File: src/rtl/pp_fifo_pkg.sv
package pp_fifo_pkg;

  typedef enum logic [2:0] {
    M_STD   = 3'b000,
    M_BIDIR = 3'b001,
    M_FIFO  = 3'b010,
    M_XFER  = 3'b011,
    M_RSV4  = 3'b100,
    M_RSV5  = 3'b101,
    M_TEST  = 3'b110,
    M_CFG   = 3'b111
  } pp_mode_e;

  typedef struct packed {
    logic clear;    // buffer and error held clear, threshold open
    logic active;   // strobes honoured
    logic hold_en;  // holding slot adds one byte of capacity
  } mode_ctl_t;

  function automatic mode_ctl_t decode_mode(input logic [2:0] m);
    mode_ctl_t c;
    c.clear   = (m == M_STD)  || (m == M_BIDIR);
    c.active  = (m == M_FIFO) || (m == M_XFER) || (m == M_TEST);
    c.hold_en = (m == M_FIFO) || (m == M_XFER);
    return c;
  endfunction

endpackage

File: src/rtl/pp_fifo_ctrl.sv
module pp_fifo_ctrl
  import pp_fifo_pkg::*;
#(
  parameter int unsigned DEPTH = 16,
  localparam int unsigned SLOTS = DEPTH + 1,
  localparam int unsigned CW = $clog2(SLOTS + 1)
) (
  input  logic          clk_i,
  input  logic          rst_ni,
  input  logic [2:0]    mode_i,
  input  logic          thr_sel_i,
  input  logic          over_i,
  input  logic          under_i,
  output mode_ctl_t     ctl_o,
  output logic [CW-1:0] cap_o,
  output logic          thr_q_o,
  output logic          err_o
);

  logic thr_q, err_q;

  always_comb begin
    ctl_o = decode_mode(mode_i);
    cap_o = ctl_o.hold_en ? CW'(SLOTS) : CW'(DEPTH);
  end

  always_ff @(posedge clk_i or negedge rst_ni) begin
    if (!rst_ni) begin
      thr_q <= 1'b0;
      err_q <= 1'b0;
    end else begin
      if (ctl_o.clear) thr_q <= thr_sel_i;
      if (ctl_o.clear)                err_q <= 1'b0;
      else if (over_i || under_i)     err_q <= 1'b1;
    end
  end

  assign thr_q_o = thr_q;
  assign err_o   = err_q;

  p_err_sticky_r5: assert property (@(posedge clk_i) disable iff (!rst_ni)
    (err_q && !ctl_o.clear) |=> err_q);

  p_err_clear_r7: assert property (@(posedge clk_i) disable iff (!rst_ni)
    ctl_o.clear |=> !err_q);

endmodule

File: src/rtl/pp_fifo_store.sv
module pp_fifo_store #(
  parameter int unsigned DW = 8,
  parameter int unsigned DEPTH = 16,
  localparam int unsigned SLOTS = DEPTH + 1,
  localparam int unsigned CW = $clog2(SLOTS + 1),
  localparam int unsigned PW = $clog2(SLOTS)
) (
  input  logic          clk_i,
  input  logic          rst_ni,
  input  logic          clear_i,
  input  logic          push_i,
  input  logic          pop_i,
  input  logic [DW-1:0] wdata_i,
  input  logic [CW-1:0] cap_i,
  output logic [DW-1:0] rdata_o,
  output logic [CW-1:0] cnt_d_o,
  output logic          room_o,
  output logic          have_o,
  output logic          full_o,
  output logic          empty_o
);

  logic [DW-1:0] mem_q [SLOTS];
  logic [PW-1:0] wp_q, rp_q;
  logic [CW-1:0] cnt_q, cnt_d;
  logic          push_acc, pop_acc;
  logic          full_q, empty_q;

  function automatic logic [PW-1:0] inc_ptr(input logic [PW-1:0] p);
    return (p == PW'(SLOTS - 1)) ? '0 : p + PW'(1);
  endfunction

  assign room_o   = cnt_q < cap_i;
  assign have_o   = cnt_q != '0;
  assign push_acc = push_i && room_o && !clear_i;
  assign pop_acc  = pop_i && have_o && !clear_i;

  always_comb begin
    cnt_d = cnt_q;
    if (clear_i)                    cnt_d = '0;
    else if (push_acc && !pop_acc)  cnt_d = cnt_q + CW'(1);
    else if (pop_acc && !push_acc)  cnt_d = cnt_q - CW'(1);
  end

  always_ff @(posedge clk_i or negedge rst_ni) begin
    if (!rst_ni) begin
      wp_q    <= '0;
      rp_q    <= '0;
      cnt_q   <= '0;
      full_q  <= 1'b0;
      empty_q <= 1'b1;
    end else begin
      if (clear_i) begin
        wp_q <= '0;
        rp_q <= '0;
      end else begin
        if (push_acc) wp_q <= inc_ptr(wp_q);
        if (pop_acc)  rp_q <= inc_ptr(rp_q);
      end
      cnt_q   <= cnt_d;
      full_q  <= cnt_d >= cap_i;
      empty_q <= cnt_d == '0;
    end
  end

  always_ff @(posedge clk_i or negedge rst_ni) begin
    if (!rst_ni) begin
      for (int i = 0; i < int'(SLOTS); i++) mem_q[i] <= '0;
    end else if (push_acc) begin
      mem_q[wp_q] <= wdata_i;
    end
  end

  assign rdata_o = mem_q[rp_q];
  assign cnt_d_o = cnt_d;
  assign full_o  = full_q;
  assign empty_o = empty_q;

  p_cnt_bound_r3: assert property (@(posedge clk_i) disable iff (!rst_ni)
    cnt_q <= CW'(SLOTS));

  p_cnt_step_r2: assert property (@(posedge clk_i) disable iff (!rst_ni)
    !clear_i |=> (cnt_q == $past(cnt_q) || cnt_q == $past(cnt_q) + CW'(1)
                  || cnt_q == $past(cnt_q) - CW'(1)));

  p_flag_excl_r11: assert property (@(posedge clk_i) disable iff (!rst_ni)
    !(full_q && empty_q));

endmodule

File: src/rtl/pp_fifo_svc.sv
module pp_fifo_svc #(
  parameter int unsigned DEPTH = 16,
  parameter int unsigned THR_LO = 1,
  parameter int unsigned THR_MID = 8,
  parameter int unsigned THR_HI = 15,
  localparam int unsigned SLOTS = DEPTH + 1,
  localparam int unsigned CW = $clog2(SLOTS + 1)
) (
  input  logic          clk_i,
  input  logic          rst_ni,
  input  logic          active_i,
  input  logic          dir_i,
  input  logic          thr_q_i,
  input  logic [CW-1:0] cnt_d_i,
  input  logic [CW-1:0] cap_i,
  output logic          svc_o
);

  logic [CW-1:0] thr_fwd, thr_rev, free_d;
  logic          svc_d, svc_q;

  always_comb begin
    thr_fwd = thr_q_i ? CW'(THR_MID) : CW'(THR_LO);
    thr_rev = thr_q_i ? CW'(THR_MID) : CW'(THR_HI);
    free_d  = (cnt_d_i >= cap_i) ? '0 : cap_i - cnt_d_i;
    if (!active_i)  svc_d = 1'b0;
    else if (dir_i) svc_d = cnt_d_i >= thr_rev;
    else            svc_d = free_d >= thr_fwd;
  end

  always_ff @(posedge clk_i or negedge rst_ni) begin
    if (!rst_ni) svc_q <= 1'b0;
    else         svc_q <= svc_d;
  end

  assign svc_o = svc_q;

  p_svc_empty_fwd_r9: assert property (@(posedge clk_i) disable iff (!rst_ni)
    (active_i && !dir_i && cnt_d_i == '0) |=> svc_q);

  p_svc_empty_rev_r10: assert property (@(posedge clk_i) disable iff (!rst_ni)
    (dir_i && cnt_d_i == '0) |=> !svc_q);

endmodule

File: src/rtl/pp_fifo.sv
module pp_fifo
  import pp_fifo_pkg::*;
#(
  parameter int unsigned DW = 8,
  parameter int unsigned DEPTH = 16,
  parameter int unsigned THR_LO = 1,
  parameter int unsigned THR_MID = 8,
  parameter int unsigned THR_HI = DEPTH - 1
) (
  input  logic          clk_i,
  input  logic          rst_ni,
  input  logic [2:0]    mode_i,
  input  logic          dir_i,
  input  logic          thr_sel_i,
  input  logic          host_wr_i,
  input  logic [DW-1:0] host_wdata_i,
  input  logic          host_rd_i,
  input  logic          per_push_i,
  input  logic [DW-1:0] per_wdata_i,
  input  logic          per_pop_i,
  output logic [DW-1:0] rdata_o,
  output logic          full_o,
  output logic          empty_o,
  output logic          svc_req_o,
  output logic          err_o
);

  localparam int unsigned SLOTS = DEPTH + 1;
  localparam int unsigned CW = $clog2(SLOTS + 1);

  mode_ctl_t     ctl;
  logic [CW-1:0] cap, cnt_d;
  logic          thr_q, room, have;
  logic          push, pop, over, under;
  logic [DW-1:0] wdata;

  // forward: host fills, cable drains; reverse: cable fills, host drains
  always_comb begin
    push  = ctl.active && (dir_i ? per_push_i : host_wr_i);
    pop   = ctl.active && (dir_i ? host_rd_i : per_pop_i);
    wdata = dir_i ? per_wdata_i : host_wdata_i;
    over  = ctl.active && !dir_i && host_wr_i && !room;
    under = ctl.active && dir_i && host_rd_i && !have;
  end

  pp_fifo_ctrl #(.DEPTH(DEPTH)) u_ctrl (
    .clk_i    (clk_i),
    .rst_ni   (rst_ni),
    .mode_i   (mode_i),
    .thr_sel_i(thr_sel_i),
    .over_i   (over),
    .under_i  (under),
    .ctl_o    (ctl),
    .cap_o    (cap),
    .thr_q_o  (thr_q),
    .err_o    (err_o)
  );

  pp_fifo_store #(.DW(DW), .DEPTH(DEPTH)) u_store (
    .clk_i  (clk_i),
    .rst_ni (rst_ni),
    .clear_i(ctl.clear),
    .push_i (push),
    .pop_i  (pop),
    .wdata_i(wdata),
    .cap_i  (cap),
    .rdata_o(rdata_o),
    .cnt_d_o(cnt_d),
    .room_o (room),
    .have_o (have),
    .full_o (full_o),
    .empty_o(empty_o)
  );

  pp_fifo_svc #(
    .DEPTH(DEPTH), .THR_LO(THR_LO), .THR_MID(THR_MID), .THR_HI(THR_HI)
  ) u_svc (
    .clk_i   (clk_i),
    .rst_ni  (rst_ni),
    .active_i(ctl.active),
    .dir_i   (dir_i),
    .thr_q_i (thr_q),
    .cnt_d_i (cnt_d),
    .cap_i   (cap),
    .svc_o   (svc_req_o)
  );

  p_clear_empty_r7: assert property (@(posedge clk_i) disable iff (!rst_ni)
    ctl.clear |=> (empty_o && !full_o && !err_o));

  p_frozen_keep_r12: assert property (@(posedge clk_i) disable iff (!rst_ni)
    (!ctl.active && !ctl.clear) |=> $stable(empty_o));

endmodule

File: config.mk
export PLATFORM = sky130hd
export DESIGN_NAME = pp_fifo
export DESIGN_NICKNAME = d
export VERILOG_FILES = /design/src/rtl/pp_fifo_pkg.sv /design/src/rtl/pp_fifo_ctrl.sv /design/src/rtl/pp_fifo_store.sv /design/src/rtl/pp_fifo_svc.sv /design/src/rtl/pp_fifo.sv
export SDC_FILE = /design/constraint.sdc
export NUM_CORES = 1
export LEC_CHECK = 0
export BUFFER_PORTS_ARGS = -buffer_cell sky130_fd_sc_hd__buf_2
export CORE_ASPECT_RATIO = 1.2
export CORE_MARGIN = 4
export CORE_UTILIZATION = 55
export DETAILED_ROUTE_END_ITERATION = 10
export PLACE_DENSITY_LB_ADDON = 0.12
export SYNTH_ARGS = -nofsm -noshare
export SYNTH_HDL_FRONTEND = slang
export SYNTH_SLANG_ARGS = --single-unit
File: constraint.sdc
create_clock -name clk_i -period 5.2 [get_ports clk_i]
set_input_delay 0.26 -clock clk_i [delete_from_list [all_inputs] [get_ports clk_i]]
set_output_delay 0.26 -clock clk_i [all_outputs]
set_load 0.005 [all_outputs]
==> results of run 1 <==
## logic make-up (layout without fill, tap and decap cells)
| group | after synthesis | count (layout) | synth area share |
|---|---|---|---|
| AO/OA/AOI/OAI | 190 | 190 | 0.143 |
| XOR/XNOR | 5 | 5 | 0.00586 |
| adder cells (fa/ha/maj) | 16 | 16 | 0.0268 |
| buffers and inverters | 67 | 102 | 0.0340 |
| flip-flops | 156 | 156 | 0.523 |
| multiplexers | 52 | 52 | 0.137 |
| AND/OR/NAND/NOR | 222 | 222 | 0.131 |
## flip-flops by register name (all words and copies together), names as in the netlist
register and cells:
u_store.cnt_q 5, u_store.empty_o 1, u_ctrl.thr_q_o 1, u_ctrl.err_o 1, u_store.rp_q 5, u_svc.svc_o 1, u_store.mem_q 136, u_store.wp_q 5
u_store.full_o 1
## path summary, 6_finish.rpt
kind / endpoint / startpoint
min in group asynchronous: u_svc.svc_o$_DFF_PN0_ / rst_ni
setup reg to reg: u_svc.svc_o$_DFF_PN0_ / u_store.cnt_q[0]$_DFF_PN0_
max in group asynchronous: u_store.mem_q[50]$_DFFE_PN0P_ / rst_ni
hold reg to reg: u_store.mem_q[10]$_DFFE_PN0P_ / u_store.mem_q[10]$_DFFE_PN0P_
hold / removal: u_ctrl.thr_q_o$_DFFE_PN0N_ / thr_sel_i
setup / recovery: u_svc.svc_o$_DFF_PN0_ / u_store.cnt_q[0]$_DFF_PN0_
## timing repair
item                                   4_1_cts  5_1_grt
hold buffers                                 1        0
endpoints found under the hold margin       96        0
setup endpoints to repair                    0        0
gates resized for setup                      0        0
## worst max-delay path, delay by kind of cell (launching register included)
| family | cells | cell delay [ns] |
|---|---|---|
| flip-flops | 1 | 0.45 |
| adder cells (fa/ha/maj) | 3 | 0.75 |
| buffers and inverters | 1 | 0.09 |
| AO/OA/AOI/OAI | 4 | 0.87 |
| XOR/XNOR | 2 | 0.33 |
| AND/OR/NAND/NOR | 6 | 1.78 |
## report_power, final
group	internal [W]	leakage (nW)	switching (W)
Combinational	0.000579	1.33	0.000572
Clock	0.000704	0.271	0.000501
Sequential	0.00143	2.12	0.000224
Total	0.00271	3.72	0.00130
## metal layers
metal / wire, microns / vias to the layer above / track usage
met1: 7370 / 2637 / 0.327
met5: 0 / - / 0
met4: 188 / 0 / 0.0627
met3: 788 / 18 / 0.0541
li1: - / 2546 / -
met2: 8080 / 116 / 0.368
## cells in the mapped netlist, drive strengths merged, types with 2 or more instances
library cell	count
o21ai	160
a21oi	4
nor3b	3
nor2	9
ha	16
nand2	160
nor3	7
dfrtp	155
nand4	4
a21o	2
o31a	3
xnor2	4
mux2i	10
and3	3
nand3	20
or2	3
a31oi	5
o31ai	3
a211oi	2
buf	7
mux2	2
mux4	40
inv	23
nand2b	3
clkbuf	37
or3	3
nor4b	4
## cell type report
class / instances / area (sq um) / share of cell area
Tap cell: 168 / 210 / 0.0251
Sequential cell: 156 / 3910 / 0.467
Timing Repair Buffer: 47 / 267 / 0.0319
Clock buffer: 22 / 474 / 0.0567
Multi-Input combinational cell: 485 / 3310 / 0.396
Inverter: 23 / 86.3 / 0.0103
Clock inverter: 10 / 106 / 0.0127
## through the flow
step	cells	setup slack (ns)	hold slack, ns	util
final	911	0.783	0.0407	0.632
after CTS	911	0.758	0.0312	0.632
after floorplan	708	1.29	-0.0356	-
after detailed placement	878	0.783	0.414	0.587
after global routing	911	0.471	0.0538	0.632
after global placement	878	0.898	0.405	0.587
==> reports/metrics.cfg, run 1 <==
[synthesis]
synth_top_area_frac = 0.519
synth_nets = 751
ys_ff_latch = 156
synth-async-reset-ratio = 1.00
ys_warn_count = 0
netlist_area_sq_um = 7470
yosys.area.top_type = dfrtp_1
synth_edf_count = 0
ys_seq_area_frac = 0.523
netlist_instances = 708
yosys-top-cells-area = dfrtp_1 (52%), mux4_2 (12%), o21ai_0 (11%), nand2_1 (8.0%), ha_1 (2.7%)
syn_area_per_cell_sq_um = 10.6
synth_cell_type_count = 49
synthFlopType = dfrtp_1

[global_routing]
grt_pass1_wl_mm = 27.9
grt_pass1_vias = 5325
overflow = 0
grt_max_degree = 99
antenna_found_initial = 0
grt_usage = 0.233

[critical_path]
cp_common_cell = ha_1
critical_path.max_stage_delay_ns = 0.67
path_class = flip-flop to flip-flop
end_kind = flip-flop
cp_max_fo = 8
cp_cell_sequence = inv_1 -> ha_1 -> nor4b_1 -> nor3_1 -> xnor2_1 -> xnor2_1 -> nor2_1 -> ha_1 -> or2_2 -> o41a_1 -> or2_2 -> ha_1 -> nand2b_1 -> a211oi_1 -> a221o_1 -> a31oi_1
arrival_ns = 4.71
cp.required_ns = 5.50
r2r_cells = 16
cp-start-kind = flip-flop
r2r_setup_slack_ns = 0.78
crit_path_top_delay_cell = nor3_1

[cells_and_area]
synthToLayoutAreaGrowth_pct = 11.9
fill_cells = 1092
insertedDiodeCount = 0
stdcell_area_sq_um = 8360
final_cell_mix = o21ai_0 (160), nand2_1 (159), dfrtp_1 (154)
layout_commonest_cell = o21ai_0
drive_gt1_frac = 0.178
nets = 773

[min_path]
hp-class = input port to flip-flop
min_path_cells = 3

[die]
die_width_microns = 114
num_rows = 46
core_sq_um = 13200
die-area_sq_um = 15500
start_util = 0.564
num_io_pins = 39
die_h_microns = 136

[clock_network]
clkTransAtPathRegs_ns = 0.06
h-tree-depth = 4
cts_made_buffers = 17
clock_latency_ns = 0.43
cts_buffer_depth = 2
cts_setup_buffers = 0
clock-sinks = 156
cts_tree = done
clockRootBuffer = clkbuf_16

[sta]
fmax_ghz = 0.226
relSlewSlack = 0.139
hold_viol_final = 0
drv_slew = 0
worst-slew-pin-transition_ns = 1.26
finalSetupViolations = 0
rsz0062_at_grt = false
fin_skew_ns = 0.00945
period_needed_ns = 4.42
fin_crit_sh = 0.850
tns_ns = 0

[place]
placed_cell_area_sq_um = 7770
hpwl_mm = 11.5
io_buffer_count = 38
gp_congestion = 0.856

[detailed_routing]
vias = 5317
drt_iter0_drc = 391
first_pass_iters = 4
vias_per_cell = 5.84
routed_wl_mm = 16.4
remaining_drc_errors = 0
postRouteAntennaNets = 0
wl_per_cell_microns = 18.0

[run_status]
status = complete, no violations

[power_and_ir_drop]
ir_drop_uv = 263
p_per_area_nw_per_um2 = 480
p_leak_nw = 3.72
p_total_w = 0.00401

[job]
drv_cap = 0

Power figures use the tool's default switching activity.
==> run 2: changes to the inputs <==
ABC_AREA = 1   (was unset)
clock period = 4.6 ns   (was 5.2 ns; I/O delays follow)
==> reports/metrics.cfg, run 2 <==
[run_status]
status = complete, no violations  ; unchanged

[critical_path]
crit_cells = 20  ; was 16
end_kind = flip-flop  ; unchanged
crit_end = u_svc.svc_o$_DFF_PN0_  ; unchanged
path_class = flip-flop to flip-flop  ; unchanged
r2r_setup_slack_ns = 1.50  ; was 0.78 ns
cp_cell_sequence = inv_1 -> ha_1 -> nand3_2 -> nand3_4 -> inv_4 -> nand2_4 -> nand2_2 -> o21ai_0 -> a21oi_1 -> ha_1 -> o21ai_2 -> inv_2 -> or2_1 -> ha_1 -> inv_1 -> nand2_1 -> a21oi_1 -> nand2_1 -> nand2_1 -> nand2_1  ; was inv_1 -> ha_1 -> nor4b_1 -> nor3_1 -> xnor2_1 -> xnor2_1 -> nor2_1 -> ha_1 -> or2_2 -> o41a_1 -> or2_2 -> ha_1 -> nand2b_1 -> a211oi_1 -> a221o_1 -> a31oi_1
crit_path_top_delay_cell = dfrtp_1  ; was nor3_1
cp-start-kind = flip-flop  ; unchanged
r2r_end = u_svc.svc_o$_DFF_PN0_  ; unchanged
cp.buffers_inverters = 4  ; was 1
crit_start = u_store.cnt_q[0]$_DFF_PN0_  ; unchanged
r2r_cells = 20  ; was 16
cp.required_ns = 4.92  ; was 5.50 ns
crit_family = adder cells  ; was simple AND/OR/NAND/NOR gates
cp_common_cell = nand2_1  ; was ha_1
regToRegStartpoint = u_store.cnt_q[0]$_DFF_PN0_  ; unchanged
arrival_ns = 3.42  ; was 4.71 ns
critical_path.max_stage_delay_ns = 0.43  ; was 0.67 ns
cp_max_fo = 7  ; was 8

[detailed_routing]
met3_wirelength_mm = 1.10  ; was 788 microns
vias_per_cell = 5.66  ; was 5.84
routed_wl_mm = 19.3  ; was 16.4 mm
remaining_drc_errors = 0  ; unchanged
first_pass_iters = 5  ; was 4
vias = 6443  ; was 5317
routed.top_layer = met4  ; unchanged
drt_iter0_drc = 516  ; was 391
postRouteAntennaNets = 0  ; unchanged
wl_per_cell_microns = 16.9  ; was 18.0 microns
met1Wirelength_mm = 8.82  ; was 7.37 mm
dr_wl_met2_mm = 8.91  ; was 8.08 mm

[sta]
fin_crit_sh = 0.675  ; was 0.850
worst-slew-pin-transition_ns = 0.850  ; was 1.26 ns
hold_viol_final = 0  ; unchanged
fmax_ghz = 0.322  ; was 0.226 GHz
fin_skew_ns = 0.0101  ; was 0.00945 ns
finalSetupViolations = 0  ; unchanged
period_needed_ns = 3.10  ; was 4.42 ns
tns_ns = 0  ; unchanged
setup_ws_ns = 1.50  ; was 0.783 ns
relSlewSlack = 0.431  ; was 0.139
drv_slew = 0  ; unchanged
rsz0062_at_grt = false  ; unchanged

[synthesis]
ys_ff_latch = 156  ; unchanged
yosysMostFrequentCell = nand2_1  ; was o21ai_0
netlist_area_sq_um = 7700  ; was 7470 sq um
synth_edf_count = 0  ; unchanged
ys_warn_count = 0  ; unchanged
synth_top_area_frac = 0.504  ; was 0.519
syn_area_per_cell_sq_um = 8.18  ; was 10.6 sq um
synth_cell_type_count = 33  ; was 49
ys_seq_area_frac = 0.507  ; was 0.523
synth_nets = 985  ; was 751
netlist_top_cells_count = nand2_1 (238), o21ai_0 (210), dfrtp_1 (155)  ; was o21ai_0 (160), nand2_1 (159), dfrtp_1 (155)
netlist_instances = 942  ; was 708
synth-async-reset-ratio = 1.00  ; unchanged
yosys-top-cells-area = dfrtp_1 (50%), o21ai_0 (14%), nand2_1 (12%), nor2_1 (3.9%), ha_1 (2.6%)  ; was dfrtp_1 (52%), mux4_2 (12%), o21ai_0 (11%), nand2_1 (8.0%), ha_1 (2.7%)
synthFlopType = dfrtp_1  ; unchanged
yosys.area.top_type = dfrtp_1  ; unchanged

[cells_and_area]
regMostFlops = u_store.mem_q  ; unchanged
drive_gt1_frac = 0.118  ; was 0.178
largest_register_ffs = 136  ; unchanged
nets = 998  ; was 773
final_cell_mix = nand2_1 (238), o21ai_0 (210), dfrtp_1 (154)  ; was o21ai_0 (160), nand2_1 (159), dfrtp_1 (154)
insertedDiodeCount = 0  ; unchanged
synthToLayoutAreaGrowth_pct = 10.5  ; was 11.9%
layout_commonest_cell = nand2_1  ; was o21ai_0
post-route-util = 0.618  ; was 0.632

[clock_network]
cts_tree = done  ; unchanged
clkTransAtPathRegs_ns = 0.07  ; was 0.06 ns
cts_setup_buffers = 0  ; unchanged
cts_buffer_depth = 2  ; unchanged
cts_made_buffers = 17  ; unchanged
clock-sinks = 156  ; unchanged
clockRootBuffer = clkbuf_16  ; unchanged
clock_latency_ns = 0.42  ; was 0.43 ns
h-tree-depth = 4  ; unchanged

[global_routing]
overflow = 0  ; unchanged
grt_pass1_wl_mm = 32.4  ; was 27.9 mm
grt_pass1_vias = 6141  ; was 5325
grt_max_degree = 82  ; was 99
antenna_found_initial = 0  ; unchanged
grt_usage = 0.264  ; was 0.233

[power_and_ir_drop]
ir_drop_uv = 331  ; was 263 uV
p_per_area_nw_per_um2 = 547  ; was 480 nW/um^2
p_leak_nw = 4.05  ; was 3.72 nW

[place]
hpwl_mm = 12.5  ; was 11.5 mm
io_buffer_count = 38  ; unchanged
place_ws_ns = 1.51  ; was 0.783 ns
gp_congestion = 0.887  ; was 0.856

[die]
die_h_microns = 138  ; was 136 microns
num_rows = 47  ; was 46
start_util = 0.560  ; was 0.564
die_width_microns = 116  ; was 114 microns
num_io_pins = 39  ; unchanged
core_sq_um = 13800  ; was 13200 sq um
die-area_sq_um = 16000  ; was 15500 sq um

[min_path]
hp-class = input port to flip-flop  ; unchanged

[job]
drv_cap = 0  ; unchanged

run 2: cell types whose count changed in the layout (fill, tap and decap cells not counted), moves of 10 or more:
cell,change
nor2_1,+71
inv_1,+27
mux4_2,-40
nand2_1,+79
o21ai_0,+50
nand3_1,+10
mux2i_1,-10
o221ai_1,+12
inv_2,+10
o22ai_1,+26
run 2: cells by family (layout without fill, tap and decap cells):
family / count (synthesis) / in the layout / synth area share
AOI/OAI and AO/OA: 268 / 268 / 0.187
xor gates and xnor gates: 9 / 9 / 0.0102
adders and majority gates: 16 / 16 / 0.0260
buffers and inverters: 113 / 139 / 0.0591
DFF: 156 / 156 / 0.507
and+or+nand+nor: 380 / 380 / 0.210
run 2: worst min path at each step:
stage,startpoint,end,cells past startpoint
floorplan,rst_ni,u_ctrl.err_o$_DFFE_PN0P_,0
global placement,rst_ni,u_store.mem_q[44]$_DFFE_PN0P_,1
detailed placement,rst_ni,u_store.mem_q[44]$_DFFE_PN0P_,1
CTS,thr_sel_i,u_ctrl.thr_q_o$_DFFE_PN0N_,3
global route,thr_sel_i,u_ctrl.thr_q_o$_DFFE_PN0N_,3
finish,thr_sel_i,u_ctrl.thr_q_o$_DFFE_PN0N_,3
run 2: timing repair:
| action | in CTS | in global routing |
|---|---|---|
| setup endpoints to repair | 0 | 0 |
| hold buffers | 1 | 0 |
| resized for setup | 0 | 0 |
| endpoints found under the hold margin | 78 | 0 |
run 2: cell type report:
class / count / area [sq um]
clock buffers: 18 / 439
clock inverters: 14 / 120
fillers: 1295 / 5250
inverters: 62 / 235
multi-input cells: 673 / 3340
flip-flops and latches: 156 / 3910
well taps: 171 / 214
repair buffers: 45 / 251
run 2: through the flow:
step / cells / hold slack (ns) / area [sq um] / power (W)
finish: 1139 / 0.0223 / 8510 / 0.00465
global route: 1139 / 0.0668 / 8510 / 0.00500
CTS: 1139 / 0.0197 / 8510 / 0.00467
detailed placement: 1106 / 0.335 / 7940 / 0.00334
global placement: 1106 / 0.335 / 7940 / 0.00333
floorplan: 942 / -0.0656 / 7700 / 0.00284
run 2: tightest hold or removal path: stages:
cell and delay, ns:
buf_2 0.07, nand2_1 0.04, o21ai_0 0.07
run 2: power by group:
| group | switching, W | internal [W] | leakage, nW |
|---|---|---|---|
| Combinational | 0.00104 | 0.000552 | 1.68 |
| Sequential | 0.000141 | 0.00160 | 2.10 |
| Clock | 0.000569 | 0.000757 | 0.268 |
| Total | 0.00175 | 0.00291 | 4.05 |
run 2: metal layers:
| layer | up-vias | global-route usage |
|---|---|---|
| met4 | 0 | 0.0909 |
| met1 | 3066 | 0.377 |
| met5 | - | 0 |
| met2 | 194 | 0.406 |
| li1 | 3153 | - |
| met3 | 30 | 0.0479 |
